### config.mk
export PLATFORM = sky130hd
export DESIGN_NAME = ring_dma_writer
export DESIGN_NICKNAME = d
export VERILOG_FILES = /design/src/rtl/rdw_pkg.sv /design/src/rtl/rdw_plan.sv /design/src/rtl/rdw_track.sv /design/src/rtl/ring_dma_writer.sv
export SDC_FILE = /design/constraint.sdc
export NUM_CORES = 1
export LEC_CHECK = 0
export BUFFER_PORTS_ARGS = -buffer_cell sky130_fd_sc_hd__buf_2
export CORE_AREA = 2 2 166 168
export CTS_CLUSTER_SIZE = 20
export DETAILED_ROUTE_END_ITERATION = 7
export DIE_AREA = 0 0 168 170
export PLACE_DENSITY = 0.8
export SYNTH_ARGS = -nofsm -noshare
export SYNTH_HDL_FRONTEND = slang
export SYNTH_SLANG_ARGS = --single-unit
### constraint.sdc
create_clock -name clk -period 17.5 [get_ports clk]
set_input_delay 2.625 -clock clk [delete_from_list [all_inputs] [get_ports clk]]
set_output_delay 2.625 -clock clk [all_outputs]
set_load 0.005 [all_outputs]
### src/rtl/rdw_pkg.sv
package rdw_pkg;
    localparam int WORD_BYTES = 8;
    localparam int WORD_LG    = 3;

    typedef enum logic [2:0] {
        ST_IDLE,
        ST_HOLD,
        ST_ADDR,
        ST_DATA,
        ST_RESP
    } rdw_state_e;
endpackage

### src/rtl/rdw_plan.sv
// Burst planner: picks full or single burst and checks the global window.
module rdw_plan
    import rdw_pkg::*;
#(
    parameter int ADDR_W      = 32,
    parameter int CNT_W       = 15,
    parameter int BURST_BEATS = 16,
    parameter int BEAT_W      = 5
) (
    input  logic [ADDR_W-1:0] ptr,
    input  logic [ADDR_W-1:0] seg_end,
    input  logic [ADDR_W-1:0] seg_limit,
    input  logic [ADDR_W-1:0] buf_size,
    input  logic [CNT_W-1:0]  level,
    input  logic              timed_out,
    output logic              full_ok,
    output logic              single_ok,
    output logic              win_bad,
    output logic [BEAT_W-1:0] beats_sel
);
    localparam int BURST_BYTES = BURST_BEATS * WORD_BYTES;
    localparam int ALIGN_LG    = $clog2(BURST_BYTES);

    logic [ADDR_W-1:0] room_end;
    logic [ADDR_W-1:0] room_lim;
    logic [ADDR_W:0]   reach;
    logic              aligned;
    logic              enough;

    always_comb begin
        aligned   = (ptr[ALIGN_LG-1:0] == '0);
        room_end  = seg_end - ptr;
        room_lim  = (seg_limit > ptr) ? (seg_limit - ptr) : room_end;
        enough    = (level >= CNT_W'(BURST_BEATS));
        full_ok   = aligned && enough
                    && (room_end >= ADDR_W'(BURST_BYTES))
                    && (room_lim >= ADDR_W'(BURST_BYTES));
        single_ok = (level != '0) && (enough || timed_out);
        beats_sel = full_ok ? BEAT_W'(BURST_BEATS) : BEAT_W'(1);
        reach     = {1'b0, ptr} + ((ADDR_W+1)'(beats_sel) << WORD_LG);
        win_bad   = (buf_size == '0) || (reach > {1'b0, buf_size});
    end
endmodule

### src/rtl/rdw_track.sv
// Pointer, wrap, interrupt flag and sticky error flags.
module rdw_track
    import rdw_pkg::*;
#(
    parameter int ADDR_W = 32
) (
    input  logic              clk,
    input  logic              rst_n,
    input  logic              init,
    input  logic [ADDR_W-1:0] seg_start,
    input  logic [ADDR_W-1:0] seg_end,
    input  logic [ADDR_W-1:0] irq_point,
    input  logic              adv,
    input  logic [ADDR_W-1:0] adv_bytes,
    input  logic              irq_clear,
    input  logic              err_clear,
    input  logic              addr_fault,
    input  logic              resp_fault,
    output logic [ADDR_W-1:0] ptr,
    output logic              irq_pend,
    output logic              err_addr,
    output logic              err_write
);
    logic [ADDR_W-1:0] raw;
    logic              wrap;
    logic              hit;

    always_comb begin
        raw  = ptr + adv_bytes;
        wrap = (raw >= seg_end);
        hit  = adv && (((irq_point > ptr) && (irq_point <= raw))
                       || (wrap && (irq_point == seg_start)));
    end

    always_ff @(posedge clk) begin
        if (!rst_n) begin
            ptr       <= '0;
            irq_pend  <= 1'b0;
            err_addr  <= 1'b0;
            err_write <= 1'b0;
        end else begin
            if (init) begin
                ptr <= seg_start;
            end else if (adv) begin
                ptr <= wrap ? seg_start : raw;
            end
            irq_pend  <= hit | (irq_pend & ~irq_clear);
            err_addr  <= addr_fault | (err_addr & ~err_clear);
            err_write <= resp_fault | (err_write & ~err_clear);
        end
    end


    ptr_align_chk: assert property (@(posedge clk) disable iff (!rst_n)
        ptr[WORD_LG-1:0] == '0);


    pend_clear_chk: assert property (@(posedge clk) disable iff (!rst_n)
        (irq_clear && !adv) |=> !irq_pend);


    err_sticky_chk: assert property (@(posedge clk) disable iff (!rst_n)
        (err_addr && !err_clear) |=> err_addr);
endmodule

### src/rtl/ring_dma_writer.sv
module ring_dma_writer
    import rdw_pkg::*;
#(
    parameter int ADDR_W      = 32,
    parameter int CNT_W       = 15,
    parameter int BURST_BEATS = 16,
    parameter int WAIT_CYCLES = 250
) (
    input  logic              clk,
    input  logic              rst_n,
    input  logic [ADDR_W-1:0] buf_base,
    input  logic [ADDR_W-1:0] buf_size,
    input  logic [ADDR_W-1:0] seg_start,
    input  logic [ADDR_W-1:0] seg_end,
    input  logic [ADDR_W-1:0] seg_limit,
    input  logic [ADDR_W-1:0] irq_point,
    input  logic              dma_en,
    input  logic              stream_en,
    input  logic              irq_master_en,
    input  logic              irq_stream_en,
    input  logic              init_pulse,
    input  logic              irq_clear,
    input  logic              err_clear,
    input  logic [CNT_W-1:0]  fifo_level,
    input  logic [63:0]       fifo_word,
    output logic              fifo_pop,
    output logic              fifo_flush,
    output logic [ADDR_W-1:0] m_awaddr,
    output logic [7:0]        m_awlen,
    output logic              m_awvalid,
    input  logic              m_awready,
    output logic [63:0]       m_wdata,
    output logic              m_wlast,
    output logic              m_wvalid,
    input  logic              m_wready,
    input  logic [1:0]        m_bresp,
    input  logic              m_bvalid,
    output logic              m_bready,
    output logic [ADDR_W-1:0] wr_ptr,
    output logic              busy,
    output logic              irq,
    output logic              irq_pending,
    output logic              err_addr,
    output logic              err_write
);
    localparam int BEAT_W = $clog2(BURST_BEATS + 1);
    localparam int TMR_W  = $clog2(WAIT_CYCLES + 1);

    rdw_state_e        state, state_nx;
    logic [TMR_W-1:0]  tmr;
    logic [BEAT_W-1:0] beats_q, beat_cnt, beats_sel;
    logic [ADDR_W-1:0] awaddr_q;
    logic              fresh, busy_q;
    logic              full_ok, single_ok, win_bad, timed_out;
    logic              idle_like, go_ok, launch, last_beat, resp_hs, resp_bad;

    assign timed_out = (tmr == TMR_W'(WAIT_CYCLES));
    assign idle_like = (state == ST_IDLE) || (state == ST_HOLD);
    assign go_ok     = dma_en && stream_en && !err_addr && !err_write
                       && (wr_ptr != seg_limit) && (fifo_level != '0);
    assign launch    = idle_like && go_ok && (full_ok || single_ok);
    assign last_beat = (beat_cnt == beats_q - 1'b1);
    assign resp_hs   = (state == ST_RESP) && m_bvalid;
    assign resp_bad  = (m_bresp != 2'b00);

    rdw_plan #(
        .ADDR_W(ADDR_W), .CNT_W(CNT_W), .BURST_BEATS(BURST_BEATS), .BEAT_W(BEAT_W)
    ) plan_i (
        .ptr(wr_ptr), .seg_end(seg_end), .seg_limit(seg_limit), .buf_size(buf_size),
        .level(fifo_level), .timed_out(timed_out), .full_ok(full_ok),
        .single_ok(single_ok), .win_bad(win_bad), .beats_sel(beats_sel)
    );

    rdw_track #(.ADDR_W(ADDR_W)) track_i (
        .clk(clk), .rst_n(rst_n), .init(init_pulse), .seg_start(seg_start),
        .seg_end(seg_end), .irq_point(irq_point),
        .adv(resp_hs && !resp_bad && fresh),
        .adv_bytes(ADDR_W'(beats_q) << WORD_LG),
        .irq_clear(irq_clear), .err_clear(err_clear),
        .addr_fault(launch && win_bad), .resp_fault(resp_hs && resp_bad),
        .ptr(wr_ptr), .irq_pend(irq_pending), .err_addr(err_addr), .err_write(err_write)
    );

    // Next-state logic
    always_comb begin
        state_nx = state;
        unique case (state)
            ST_IDLE, ST_HOLD: begin
                if (launch && !win_bad) state_nx = ST_ADDR;
                else if (!launch && go_ok) state_nx = ST_HOLD;
                else state_nx = ST_IDLE;
            end
            ST_ADDR: if (m_awready) state_nx = ST_DATA;
            ST_DATA: if (m_wready && last_beat) state_nx = ST_RESP;
            ST_RESP: if (m_bvalid) state_nx = ST_IDLE;
            default: state_nx = ST_IDLE;
        endcase
    end

    // State register
    always_ff @(posedge clk) begin
        if (!rst_n) state <= ST_IDLE;
        else        state <= state_nx;
    end

    // Burst bookkeeping
    always_ff @(posedge clk) begin
        if (!rst_n) begin
            tmr      <= '0;
            beats_q  <= BEAT_W'(1);
            beat_cnt <= '0;
            awaddr_q <= '0;
            fresh    <= 1'b0;
            busy_q   <= 1'b0;
        end else begin
            if (init_pulse || (idle_like && fifo_level == '0)) begin
                tmr <= '0;
            end else if (idle_like && go_ok && !launch && !timed_out) begin
                tmr <= tmr + 1'b1;
            end
            if (launch && !win_bad) begin
                beats_q  <= beats_sel;
                beat_cnt <= '0;
                awaddr_q <= buf_base + wr_ptr;
                fresh    <= 1'b1;
            end else begin
                if (state == ST_DATA && m_wready) beat_cnt <= beat_cnt + 1'b1;
                if (init_pulse) fresh <= 1'b0;
            end
            if (m_awvalid && m_awready) busy_q <= 1'b1;
            else if (resp_hs)           busy_q <= 1'b0;
        end
    end

    // Outputs
    always_comb begin
        m_awvalid   = (state == ST_ADDR);
        m_awaddr    = awaddr_q;
        m_awlen     = 8'(beats_q - 1'b1);
        m_wvalid    = (state == ST_DATA);
        m_wdata     = fifo_word;
        m_wlast     = (state == ST_DATA) && last_beat;
        m_bready    = (state == ST_RESP);
        fifo_pop    = m_wvalid && m_wready;
        fifo_flush  = init_pulse;
        busy        = busy_q;
        irq         = irq_pending && irq_stream_en && irq_master_en;
    end


    busy_rise_chk: assert property (@(posedge clk) disable iff (!rst_n)
        $rose(busy) |-> $past(m_awvalid && m_awready));


    err_block_chk: assert property (@(posedge clk) disable iff (!rst_n)
        $rose(m_awvalid) |-> !$past(err_addr || err_write));


    limit_chk: assert property (@(posedge clk) disable iff (!rst_n)
        $rose(m_awvalid) |-> $past(wr_ptr != seg_limit));


    ptr_hold_chk: assert property (@(posedge clk) disable iff (!rst_n)
        (!(m_bvalid && m_bready) && !init_pulse) |=> $stable(wr_ptr));


    aw_stable_chk: assert property (@(posedge clk) disable iff (!rst_n)
        (m_awvalid && !m_awready) |=> (m_awvalid && $stable(m_awaddr)));
endmodule

Yosys cells after proc, flatten, opt, wreduce, memory -nomap -nowiden
Cells that the tools add are included.

operators by class
  add/subtract/negate cells = 9
  magnitude comparators = 8
  equality and inequality tests = 11
  multiplexer cells = 15
  bitwise gates (word level) = 9
  reductions and logical operators = 55

operator list
  cell                                                                     count
  32-bit 2-to-1 mux                                                        4
  32-bit by 8-bit >= comparator with 1-bit output (second input constant)  2
  32-bit > comparator                                                      2
  32-bit subtractor                                                        2
  32-bit by 8-bit adder with 33-bit output                                 1
  33-bit by 32-bit > comparator with 1-bit output                          1
  32-bit adder                                                             1
  32-bit by 8-bit adder with 32-bit output                                 1
  32-bit == test                                                           1
  32-bit >= comparator                                                     1
  32-bit less-or-equal comparator                                          1
  32-bit zero test                                                         1
  32-bit inequality test                                                   1
  1-bit logical AND                                                        30
  15-bit by 5-bit >= comparator with 1-bit output (second input constant)  1
  15-bit zero test                                                         1
  15-bit nonzero test                                                      1
  3-bit one-hot mux with 4 select lines                                    1
  3-bit 2-to-1 mux                                                         3
  8-bit by 1-bit adder with 8-bit output (second input constant)           1
  8-bit == test (second input constant)                                    1
  2-bit nonzero test                                                       4
  7-bit zero test                                                          1
  3-bit by 2-bit == test with 1-bit output (second input constant)         2
  other kinds (19)                                                         42

word-level totals
  register bits after elaboration = 90
  output and inout port bits = 147
  logic and storage cells = 118

Depth between registers and ports, before layout
  depth after elaboration = 12
  depth in mapped cells = 38

By module
Synthesis repeated with hierarchy kept, for this count alone.

unflattened totals
  cells, all modules = 2218
  area, all modules = 16306.9 um^2

modules (own cells, without submodules)
  module           times used  cells an instance  area an instance (um^2)  sequential area each (um^2)
  rdw_track        1           776                5898.2                   700.7
  rdw_plan         1           768                5285.1                   0.0
  ring_dma_writer  1           674                5123.7                   1101.1

Worst setup path before layout
OpenSTA, ideal clock, no wires.

  path kind = input port to flip-flop
  from = input port seg_end[0]
  to = register awaddr_q[11], in the netlist m_awaddr[11]
  library setup time = 128 ps
  arrival = 9214 ps
  required time = 17372 ps
  setup slack = 8158 ps
  stages = 37
  path buffers = 3
  cell sequence = inv_1 -> ha_1 -> fa_1 -> nor2b_1 -> o211ai_1 -> a211oi_1 -> o211ai_2 -> o21ai_1 -> xor2_1 -> a2111oi_0 -> nand4_1 -> a2111o_1 -> nor4_2 -> or2_2 -> ha_1 -> ha_1 -> a41o_1 -> nand2_1 -> nor2_1 -> nand3_1 -> nor2_1 -> nand2_1 -> xnor2_1 -> ha_1 -> a21o_1 -> a21o_1 -> a21o_1 -> a21o_1 -> a221o_1 -> a311oi_1 -> a31oi_1 -> or2_1 -> buf_2 -> buf_4 -> buf_6 -> a21oi_1 -> nor2_1

on the way
  word-level cells in the longest chain between the ends = 10
  elaborated cells between the ends (all ways) = 14

RTL lines
  item                                                                                  line                            text
  from (decl)                                                                           ring_dma_writer.sv:14           input logic [ADDR_W-1:0] seg_end,
  32-bit subtractor *                                                                   rdw_plan.sv:32                  room_end = seg_end - ptr;
  32-bit 2-to-1 mux or 32-bit by 8-bit >= comparator with 1-bit output (tied branches)  rdw_plan.sv:33, rdw_plan.sv:36
  32-bit by 8-bit >= comparator with 1-bit output or 1-bit logical AND (tied branches)  rdw_plan.sv:37, rdw_plan.sv:36
  1-bit logical AND *                                                                   rdw_plan.sv:37                  && (room_lim >= ADDR_W'(BURST_BYTES));
  5-bit 2-to-1 mux *                                                                    rdw_plan.sv:39                  beats_sel = full_ok ? BEAT_W'(BURST_BEATS) : BEAT_W'(1);
  via beats_sel[0]                                                                      ring_dma_writer.sv:51           logic [BEAT_W-1:0] beats_q, beat_cnt, beats_sel;
  32-bit by 8-bit adder with 33-bit output *                                            rdw_plan.sv:40                  reach = {1'b0, ptr} + ((ADDR_W+1)'(beats_sel) << WORD_LG);
  33-bit by 32-bit > comparator with 1-bit output *                                     rdw_plan.sv:41                  win_bad = (buf_size == '0) || (reach > {1'b0, buf_size});
  1-bit logical OR *                                                                    rdw_plan.sv:41
  1-bit zero test *                                                                     ring_dma_writer.sv:121          if (launch && !win_bad) begin
  1-bit logical AND *                                                                   ring_dma_writer.sv:121
  to (signal assigned)                                                                  ring_dma_writer.sv:124          awaddr_q <= buf_base + wr_ptr;
  to (decl)                                                                             ring_dma_writer.sv:52           logic [ADDR_W-1:0] awaddr_q;

The timed path passes the listed nets; every way through them passes the cells marked *.
A chain may end at the register's enable or synchronous reset.

Worst setup path after layout
  from = input port seg_end[0]
  to = register beats_q[0]

on the way
  word-level cells in the longest chain between the ends = 10
  elaborated cells between the ends (all ways) = 14

RTL lines
  item                                                                                  line                            text
  32-bit subtractor *                                                                   rdw_plan.sv:32
  32-bit 2-to-1 mux or 32-bit by 8-bit >= comparator with 1-bit output (tied branches)  rdw_plan.sv:33, rdw_plan.sv:36
  32-bit by 8-bit >= comparator with 1-bit output or 1-bit logical AND (tied branches)  rdw_plan.sv:37, rdw_plan.sv:36
  1-bit logical AND *                                                                   rdw_plan.sv:37
  5-bit 2-to-1 mux *                                                                    rdw_plan.sv:39
  via beats_sel[0]                                                                      ring_dma_writer.sv:51
  32-bit by 8-bit adder with 33-bit output                                              rdw_plan.sv:40
  33-bit by 32-bit > comparator with 1-bit output                                       rdw_plan.sv:41
  1-bit logical OR                                                                      rdw_plan.sv:41
  1-bit zero test                                                                       ring_dma_writer.sv:121
  1-bit logical AND                                                                     ring_dma_writer.sv:121
  to (signal assigned)                                                                  ring_dma_writer.sv:122          beats_q <= beats_sel;
  to (decl)                                                                             ring_dma_writer.sv:51

Marked as above.

==> reports/summary.txt <==
Status = complete, no violations
Gpl congestion = 0.985
DIE AREA = 28600 µm²
Max clock buf depth = 2
Kind of critical path = in -> reg
Type of origin of the critical path = input port
Count leader, synth = ha_1
# fillers = 2528
Crit path time final = 10.96 ns
Register bit total from synthesis = 87
Max VDD drop = 0.0462 mV
Die height = 170 µm
Slew @ Worst Pin = 1.01 ns
Share of power burned in registers = 0.272
FMAX = 91.3 MHz
Switching Share = 0.426
Crit-path slowest cell = nor2_2
Worst EP arrival = 11.20 ns
Largest net degree at the start of global routing = 47
Reg area = 1740 µm²
Final Hold Fails = 0
Setup_tns = 0 ns
Critical path capture point type = flip-flop
Syn Inst Count = 1827
# setup viols final = 0
Vias per Instance = 6.19
Cell area after synthesis = 13600 µm²
Post-DP HPWL = 42.3 mm
Area after DPL = 14900 µm²
Clock Pin Slew Worst Setup and Hold Paths = 0.07 ns
Critical path fanouts, max = 19
Leakage = 7.38 nW
Mapped Avg Cell Area = 7.46 µm²
Power Density = 54.9 nW/µm²
Setup bufs post-CTS = 0
Post-Route WL = 50.4 mm
Number of flops mapped to enable cells by yosys = 0
Share of the yosys chip area belonging to registers = 0.128
CTS tree = done
P&R area growth vs syn = 11.5%
Worst stage delay on the critical path = 0.83 ns
DR iter-0 viols = 1359
CTS Buf Count = 9
Final ANT Viol Nets = 0
Required time of the critical path = 17.75 ns
IO buf count = 303
First-pass GRT wire length = 76.1 mm
Finished Core Util = 0.570
Synth Net Count = 2344
Root Buffer = clkbuf_16
Internal Power = 0.000479 W
Final Cell Area = 15200 µm²
Routed wire per std cell = 21.2 µm
Number of global-route vias before repair = 14100
Ys Warns = 0
Total track usage = 0.340
Hold-fix buffers at CTS = 0
Via count = 14700
Layout Nets = 2548
Die W = 168 µm
Combinational share of power = 0.489
Yosys top cell area share = 0.210
Worst hold path type = reg -> reg
Clock Power Share = 0.238
Worst clock skew = 0.0139 ns
Post-CTS sizing = 0
Post-synth top cells = 229 x ha_1, 165 x inv_1, 140 x a21oi_1, 140 x nor2_1, 108 x nand2_1
GR Overflow Total = 0
Reg2Reg Setup Slack = 8.18 ns
Share of layout cells above drive strength 1 = 0.175
Yosys top cell by area = ha_1
Core area = 26700 µm²
Post-synth top flop = dfxtp_1
Pre-antenna DRT Iters = 6
DRC Markers = 0
Synth top area cells = ha_1 21%, dfxtp_1 13%, xnor2_1 5.5%
Num ports = 432
Initial core utilization = 0.511
Row count = 60
Hold Slack = 0.449 ns
Max cap viols = 0
Final Max Tran Viols = 0
Total power = 0.000834 W
Multi-input logic area = 10500 µm²
CTS H-Tree Depth = 3
Clock Sinks = 87
RSZ-0062 raised after global routing = no
Final Cycle Share = 0.626
Rel. slew slack = 0.326
Sw Pwr = 0.000355 W
Post-synth ARST share = 0
Worst-skew pair later-pin latency = 0.36 ns
Antenna violations before repair = 2
Netlist cell types = 86
==> sequential cells by signal (all words and copies together) (netlist names) <==
signal             flops
beats_q                2
state                  3
busy                   1
track_i.err_addr       1
m_awaddr              32
track_i.err_write      1
track_i.irq_pend       1
track_i.ptr           32
tmr                    8
beat_cnt               5
fresh                  1
==> final cells by class <==
type,instances,share of cell area
clock inverter,7,0.00494
multi-input combinational,1458,0.693
antenna,3,0.000494
tap,341,0.0281
sequential,87,0.115
timing repair buffer,308,0.102
inverter,167,0.0413
clock buffer,9,0.0148
==> worst max-delay path: cells and delay by family <==
family,cells,cell delay [ns]
simple gates,11,3.16
fa+ha+maj,5,1.14
compound gates,15,3.86
xor+xnor,2,0.27
buf+inv,2,0.13
==> power groups by stage <==
stage | logic, W | clock network [W] | registers [W]
2_1_floorplan | 0.000282 | 0 | 0.000224
3_3_place_gp | 0.000389 | 0 | 0.000231
3_5_place_dp | 0.000396 | 0 | 0.000231
4_1_cts | 0.000400 | 0.000198 | 0.000226
5_1_grt | 0.000448 | 0.000206 | 0.000228
6_report | 0.000408 | 0.000199 | 0.000227
==> placed cells by master (no fill, tap or decap), types with 12 or more instances in the layout <==
| cell type | instances |
|---|---|
| nor2b_1 | 27 |
| a211oi_1 | 12 |
| nor4_1 | 29 |
| nand2b_1 | 25 |
| o21a_1 | 15 |
| xor2_1 | 63 |
| a21oi_1 | 140 |
| xnor2_1 | 85 |
| dfxtp_1 | 87 |
| nand4_1 | 52 |
| o21bai_1 | 13 |
| buf_2 | 303 |
| and3_1 | 18 |
| mux2i_1 | 36 |
| a21o_1 | 79 |
| ha_1 | 229 |
| and2_1 | 15 |
| or3_1 | 12 |
| nor3_1 | 42 |
| o21ai_0 | 101 |
| a31oi_1 | 25 |
| nand2_1 | 108 |
| nand3_1 | 68 |
| nor2_1 | 139 |
| inv_1 | 165 |
==> path summary, 6_finish.rpt <==
kind	start	endpoint	cells past startpoint
setup / recovery	seg_end[0]	beats_q[0]$_SDFFE_PN1P_	35
setup reg to reg	track_i.ptr[6]$_SDFFE_PN0P_	beats_q[0]$_SDFFE_PN1P_	33
hold / removal	m_awaddr[20]$_SDFFE_PN0P_	m_awaddr[20]$_SDFFE_PN0P_	2
hold reg to reg	m_awaddr[20]$_SDFFE_PN0P_	m_awaddr[20]$_SDFFE_PN0P_	2
==> cell families after synthesis <==
family                     Yosys count  share of synthesized area
buffers and inverters              282                     0.0995
AOI/OAI and AO/OA                  476                      0.227
adders and majority gates          232                      0.215
muxes                               36                     0.0265
DFF                                 87                      0.128
xor gates and xnor gates           148                     0.0952
and+or+nand+nor                    566                      0.209
==> per-layer routing <==
layer / global-route usage / part of all wire / up-vias
met2: 0.581 / 0.46 / 831
met5: 0 / 0 / -
met4: 0.181 / 0.058 / 0
li1: - / - / 6926
met3: 0.0507 / 0.085 / 165
met1: 0.414 / 0.39 / 6813
==> per-stage QoR <==
stage / instances / worst slack (ns)
after floorplan: 1827 / 8.16
after global placement: 2361 / 6.39
after detailed placement: 2361 / 6.26
after CTS: 2377 / 6.59
after global routing: 2378 / 5.96
final: 2380 / 6.54
Power figures use the tool's default switching activity.
